[src/rtl/phase_tdc.sv]
module phase_tdc #(
  parameter int CNT_W       = 12,
  parameter int SYNC_STAGES = 2
) (
  input  logic             clk,
  input  logic             rst_n,
  input  logic             osc_a,
  input  logic             osc_b,
  output logic [CNT_W-2:0] mag,
  output logic             sign,
  output logic             valid
);
  localparam int MAG_W = CNT_W - 1;
  localparam logic [CNT_W-1:0] HALF    = CNT_W'(1) << (CNT_W - 1);
  localparam logic [MAG_W-1:0] MAG_MAX = '1;

  logic [CNT_W-1:0]     div_q;
  logic [SYNC_STAGES:0] a_pipe, b_pipe;
  logic [MAG_W-1:0]     acc;
  logic                 decided, lead;

  wire ref_hi = ~div_q[CNT_W-1];
  wire a_s    = a_pipe[SYNC_STAGES-1];
  wire b_s    = b_pipe[SYNC_STAGES-1];
  wire a_rise = a_s & ~a_pipe[SYNC_STAGES];
  wire b_rise = b_s & ~b_pipe[SYNC_STAGES];
  wire win    = ref_hi & (a_s ^ b_s);
  wire fall   = (div_q == HALF);
  wire wrap   = &div_q;

  always_ff @(posedge clk) begin
    if (!rst_n) begin
      div_q  <= '0;
      a_pipe <= '0;
      b_pipe <= '0;
    end else begin
      div_q  <= div_q + 1'b1;
      a_pipe <= {a_pipe[SYNC_STAGES-1:0], osc_a};
      b_pipe <= {b_pipe[SYNC_STAGES-1:0], osc_b};
    end
  end

  always_ff @(posedge clk) begin
    if (!rst_n || wrap) begin
      acc     <= '0;
      decided <= 1'b0;
      lead    <= 1'b1;
    end else begin
      if (win && acc != MAG_MAX) acc <= acc + 1'b1;
      if (ref_hi && !decided && (a_rise || b_rise)) begin
        decided <= 1'b1;
        lead    <= a_rise;
      end
    end
  end

  always_ff @(posedge clk) begin
    if (!rst_n) begin
      mag   <= '0;
      sign  <= 1'b0;
      valid <= 1'b0;
    end else begin
      valid <= fall;
      if (fall) begin
        mag  <= acc;
        sign <= lead;
      end
    end
  end
endmodule


[config.mk]
export PLATFORM = sky130hd
export DESIGN_NAME = phase_tdc
export DESIGN_NICKNAME = d
export VERILOG_FILES = /design/src/rtl/phase_tdc.sv
export SDC_FILE = /design/constraint.sdc
export NUM_CORES = 1
export LEC_CHECK = 0
export BUFFER_PORTS_ARGS = -buffer_cell sky130_fd_sc_hd__clkbuf_2
export CAP_MARGIN = 20
export CORE_UTILIZATION = 30
export CTS_CLUSTER_SIZE = 24
export DETAILED_ROUTE_END_ITERATION = 12
export GPL_ROUTABILITY_DRIVEN = 0
export SETUP_SLACK_MARGIN = 0.05
export SLEW_MARGIN = 20
export SYNTH_ARGS = -nofsm -noshare
export SYNTH_HDL_FRONTEND = slang
export SYNTH_SLANG_ARGS = --single-unit
[constraint.sdc]
create_clock -name clk -period 1.9 [get_ports clk]
set_input_delay 0.095 -clock clk [delete_from_list [all_inputs] [get_ports clk]]
set_output_delay 0.095 -clock clk [all_outputs]
set_load 0.02 [all_outputs]
After elaboration in Yosys (flattened, before gate mapping)
Cells that the tools add are included. Widths: inputs -> output; s select.

Register bits: 44. Output and inout bits: 13.

Add/subtract/negate cells: 2. Equal/unequal tests: 2. Bitwise gates (word level): 7. Reduce and logical (&&, ||, !) cells: 8.

Operator list (count): $add 12x1->12 const B (1); $eq 12x12->1 const B (1); $reduce_and 12->1 (1); $add 11x1->11 const B (1); $ne 11x11->1 const B (1); $and 1x1->1 (3); $logic_and 1x1->1 (3); $not 1->1 (3); $logic_not 1->1 (2); $logic_or 1x1->1 (2); $xor 1x1->1 (1).

Longest topological paths before layout
Depth in word-level cells: 4. Depth in mapped cells: 7. Gate-level depth less buffers: 6.

Worst setup path after synthesis
No wires, ideal clock.

Path kind: reg2reg. From: register div_q[0]. To: register mag[0]. Setup time: 128 ps. Arrival: 1424 ps. Slack: 349 ps. Stages on the path, launching flop included: 8. Cell sequence: dfxtp_1 -> inv_1 -> ha_1 -> nor4b_1 -> nand4_1 -> buf_2 -> mux2i_1 -> nor2_1.

Word-level cells in the longest chain between the ends: 1.

RTL lines: from (decl) (line 17) `logic [CNT_W-1:0] div_q;`; from (signal assigned) (line 37) `div_q <= div_q + 1'b1;`; $eq 12x12->1 (line 28) `wire fall = (div_q == HALF);`; to (signal assigned) (line 59) `mag <= '0;`; to (signal assigned) (line 65) `mag <= acc;`; to (decl) (line 9) `output logic [CNT_W-2:0] mag,`.

No other way between the ends. A chain may end at the register's enable or synchronous reset.

Worst setup path in the final report
From: register div_q[0]. To: register acc[9].

Word-level cells in the longest chain between the ends: 2.

RTL lines: $reduce_and 12->1 (line 29) `wire wrap = &div_q;`; $logic_or 1x1->1 (line 44) `if (!rst_n || wrap) begin`; to (signal assigned) (line 49) `if (win && acc != MAG_MAX) acc <= acc + 1'b1;`; to (decl) (line 19) `logic [MAG_W-1:0] acc;`.

No other way between the ends.

==> summary.txt <==
Outcome
  – Status: finished, final reports clean

Clocking
  – CTS Root Cell: clkbuf_8
  – Clock slew at reported path FFs: 0.08 ns
  – CTS Sinks: 44
  – Clk_lat worst skew: 0.29 ns
  – Max Root-Sink Buffers: 2
  – # Post-CTS Setup Buffers: 0
  – CTS tree: done
  – H-Tree Depth: 2
  – CTS Buf Count: 5

Worst setup path
  – Worst EP required: 2.09 ns
  – Cells on worst reg2reg path: 5
  – Slowest Stage Delay on Critical Path: 0.39 ns
  – CP Capture Type: flop
  – Worst-path cell chain: ha_1 > and4_1 > nand4_1 > nand2_2 > o21ba_2
  – Kind of critical path: reg -> reg
  – Arr. time, crit path: 1.80 ns
  – Crit start category: flop
  – Critical Path Fanout Max: 12
  – Slowest cell on crit path: dfxtp_1

Final layout
  – Non-Filler Instances: 283
  – Layout area overhead: 17.83%
  – Final net count: 217
  – N_diodes: 0
  – Fillers: 562
  – Multi-input gate area: 848.3 sq um
  – Fin util: 37.24%
  – Share of cells above drive strength 1: 16.11%
  – Design area: 0.002076 sq mm
  – Register area: 880.8 sq um

Route
  – Initial drt markers: 51
  – Post-route ant nets: 0
  – TritonRoute pass-1 iters: 4
  – # DRC: 0
  – DR vias/cell: 4.852
  – Final WL: 3.282 mm
  – Wirelength per Cell: 11.60 um
  – Vias post-DR: 1373

STA
  – Worst Tran Pin Value: 0.5382 ns
  – Slew Limit Headroom: 63.86%
  – Fin Setup TNS: 0 ns
  – Tmin final: 1.614 ns
  – Hold_ws: 0.09907 ns
  – Final setup margin: 0.2863 ns
  – F_max: 0.6197 GHz
  – RSZ-0062 raised after global routing: false
  – Fin crit share: 84.93%
  – Final hold vios: 0
  – Final Slew Violations: 0
  – Final setup vio count: 0
  – Worst clock skew: 0.003638 ns

Place
  – Cell Area, Placed: 0.001941 sq mm
  – Placed insts: 273
  – Count of input and output buffers: 16
  – Post-DP HPWL: 2.263 mm
  – Post-Place Worst Slack: 0.1924 ns

Synth
  – Share of the synthesized area in the top cell type: 50.00%
  – Primary FF master, synth: dfxtp_1
  – Mapped Area: 0.001762 sq mm
  – Post-synthesis sequential area ratio: 50.00%
  – Synth cell types: 36
  – Adder-Cell Fraction of Synth Area: 2.131%
  – Post-synthesis cell count: 186
  – Synth Area in Compound Gates: 7.031%
  – Post-synth EDFFs: 0
  – Avg Cell Area, Syn: 9.471 sq um
  – Cell taking the most area after synthesis: dfxtp_1
  – Ys Warns: 0
  – Synth async-reset ratio: 0%
  – Syn nets: 193
  – Largest family of logic cells by synthesized area: simple AND/OR/NAND/NOR gates
  – Synth Area in XOR/XNOR: 5.469%
  – Yosys reg bits: 44
  – Synth Area in Simple Gates: 26.28%
  – Mux contribution to synthesized area: 6.818%
  – Area contributors post-synth: dfxtp_1 (50%), nor2_1 (7.0%), mux2i_1 (6.8%)

Global route
  – Pin count of the biggest net entering global routing: 20
  – Met1 Use GR: 15.12%
  – Initial antenna violation count: 0
  – Gr usage total: 11.82%
  – Remaining global-route overflow: 0
  – GRT busiest layer: met2
  – Met2 Resource Use GR: 18.87%
  – First-pass GRT wire length: 5.761 mm
  – Vias in the first global route: 1278
  – Met3 usage in global routing: 3.140%

Run
  – Max cap viols: 0

Min path
  – Cells on Worst Hold Path: 2
  – Min-Delay Path Class: in -> reg

Floorplanning
  – Die span in y: 78.63 um
  – DIE AREA: 0.006183 sq mm
  – Site Rows: 27
  – Horiz. Die Dim: 78.63 um
  – Initial Util: 31.60%
  – Floorplan core area: 0.005574 sq mm
  – Io pins: 17

Pwr
  – Leak Pwr: 0.8909 nW
  – Worst VDD drop: 0.0004034 V
  – Tot Pwr: 1.698 mW
  – P per Cell Area: 818.2 mW/mm^2
## flip-flops by register name, summed over array words and instances (netlist names)
signal	flops
div_q	12
acc	11
mag	11
a_pipe	3
b_pipe	3
decided	1
lead	1
sign	1
valid	1
## cells in the final DEF, fill, tap and decap left out, types with 2 or more instances in the layout
| cell | n |
|---|---|
| nor2_1 | 33 |
| nor3_1 | 4 |
| a31oi_1 | 2 |
| inv_1 | 5 |
| nand3_1 | 6 |
| nand2_1 | 4 |
| dlygate4sd3_1 | 2 |
| nand4_1 | 7 |
| a21oi_1 | 9 |
| and2_1 | 8 |
| ha_1 | 3 |
| buf_4 | 4 |
| and3_1 | 3 |
| or2b_1 | 2 |
| clkbuf_2 | 16 |
| dfxtp_1 | 44 |
| clkbuf_8 | 5 |
| o21ai_0 | 3 |
| xnor2_1 | 2 |
| mux2i_1 | 12 |
| and4_1 | 8 |
| xor2_1 | 9 |
## routing by layer
layer  up-vias  wire length, um
met4         0               17
met1       642             1730
met3         2              101
met2        27             1433
met5         -                0
li1        702                -
## report_power, final
group / switching (mW) / internal, mW / total [mW] / leakage (nW)
logic: 0.0344 / 0.0285 / 0.0630 / 0.479
registers: 0.0129 / 0.937 / 0.950 / 0.356
clock network: 0.296 / 0.390 / 0.686 / 0.0552
## kinds of logic after synthesis
logic type,count (synthesis)
XOR/XNOR,11
adder cells (fa/ha/maj),3
buffers and inverters,10
flip-flops,44
AO/OA/AOI/OAI,20
multiplexers,12
AND/OR/NAND/NOR,86
## cells in the mapped netlist, types with 5 or more instances
cell      n
nand2_1   5
nand4_1   7
nor2_1   33
inv_1     5
and2_1    8
nor3_1    5
mux2i_1  12
a21oi_1   9
xor2_1    9
and4_1    8
dfxtp_1  44
nand3_1   6
## worst paths after layout
check,startpoint,end,slack (ns)
worst min register to register,b_pipe[0],b_pipe[1],0.44
worst max-delay path,div_q[0],acc[9],0.29
worst max register to register,div_q[0],acc[9],0.29
worst min-delay path,rst_n,lead,0.1
## repair_timing
| action | CTS | global route |
|---|---|---|
| hold endpoints to repair | 2 | 0 |
| hold buffers | 2 | 0 |
| endpoints found under the setup margin | 0 | 3 |
| resized for setup | 0 | 2 |
## worst max-delay path: cells and delay by family (launching register included)
kind,cells,cell delay (ns)
AOI/OAI and AO/OA,1,0.19
adders and majority gates,1,0.23
DFF,1,0.39
and+or+nand+nor,3,0.70
## layout make-up
type	instances	area share (%)
flip-flops and latches	44	42.44
multi-input cells	132	40.87
repair buffers	22	6.269
well taps	72	4.340
clock buffers	6	3.496
clock inverters	2	1.688
inverters	5	0.9042
(Power assumes the default switching activity.)
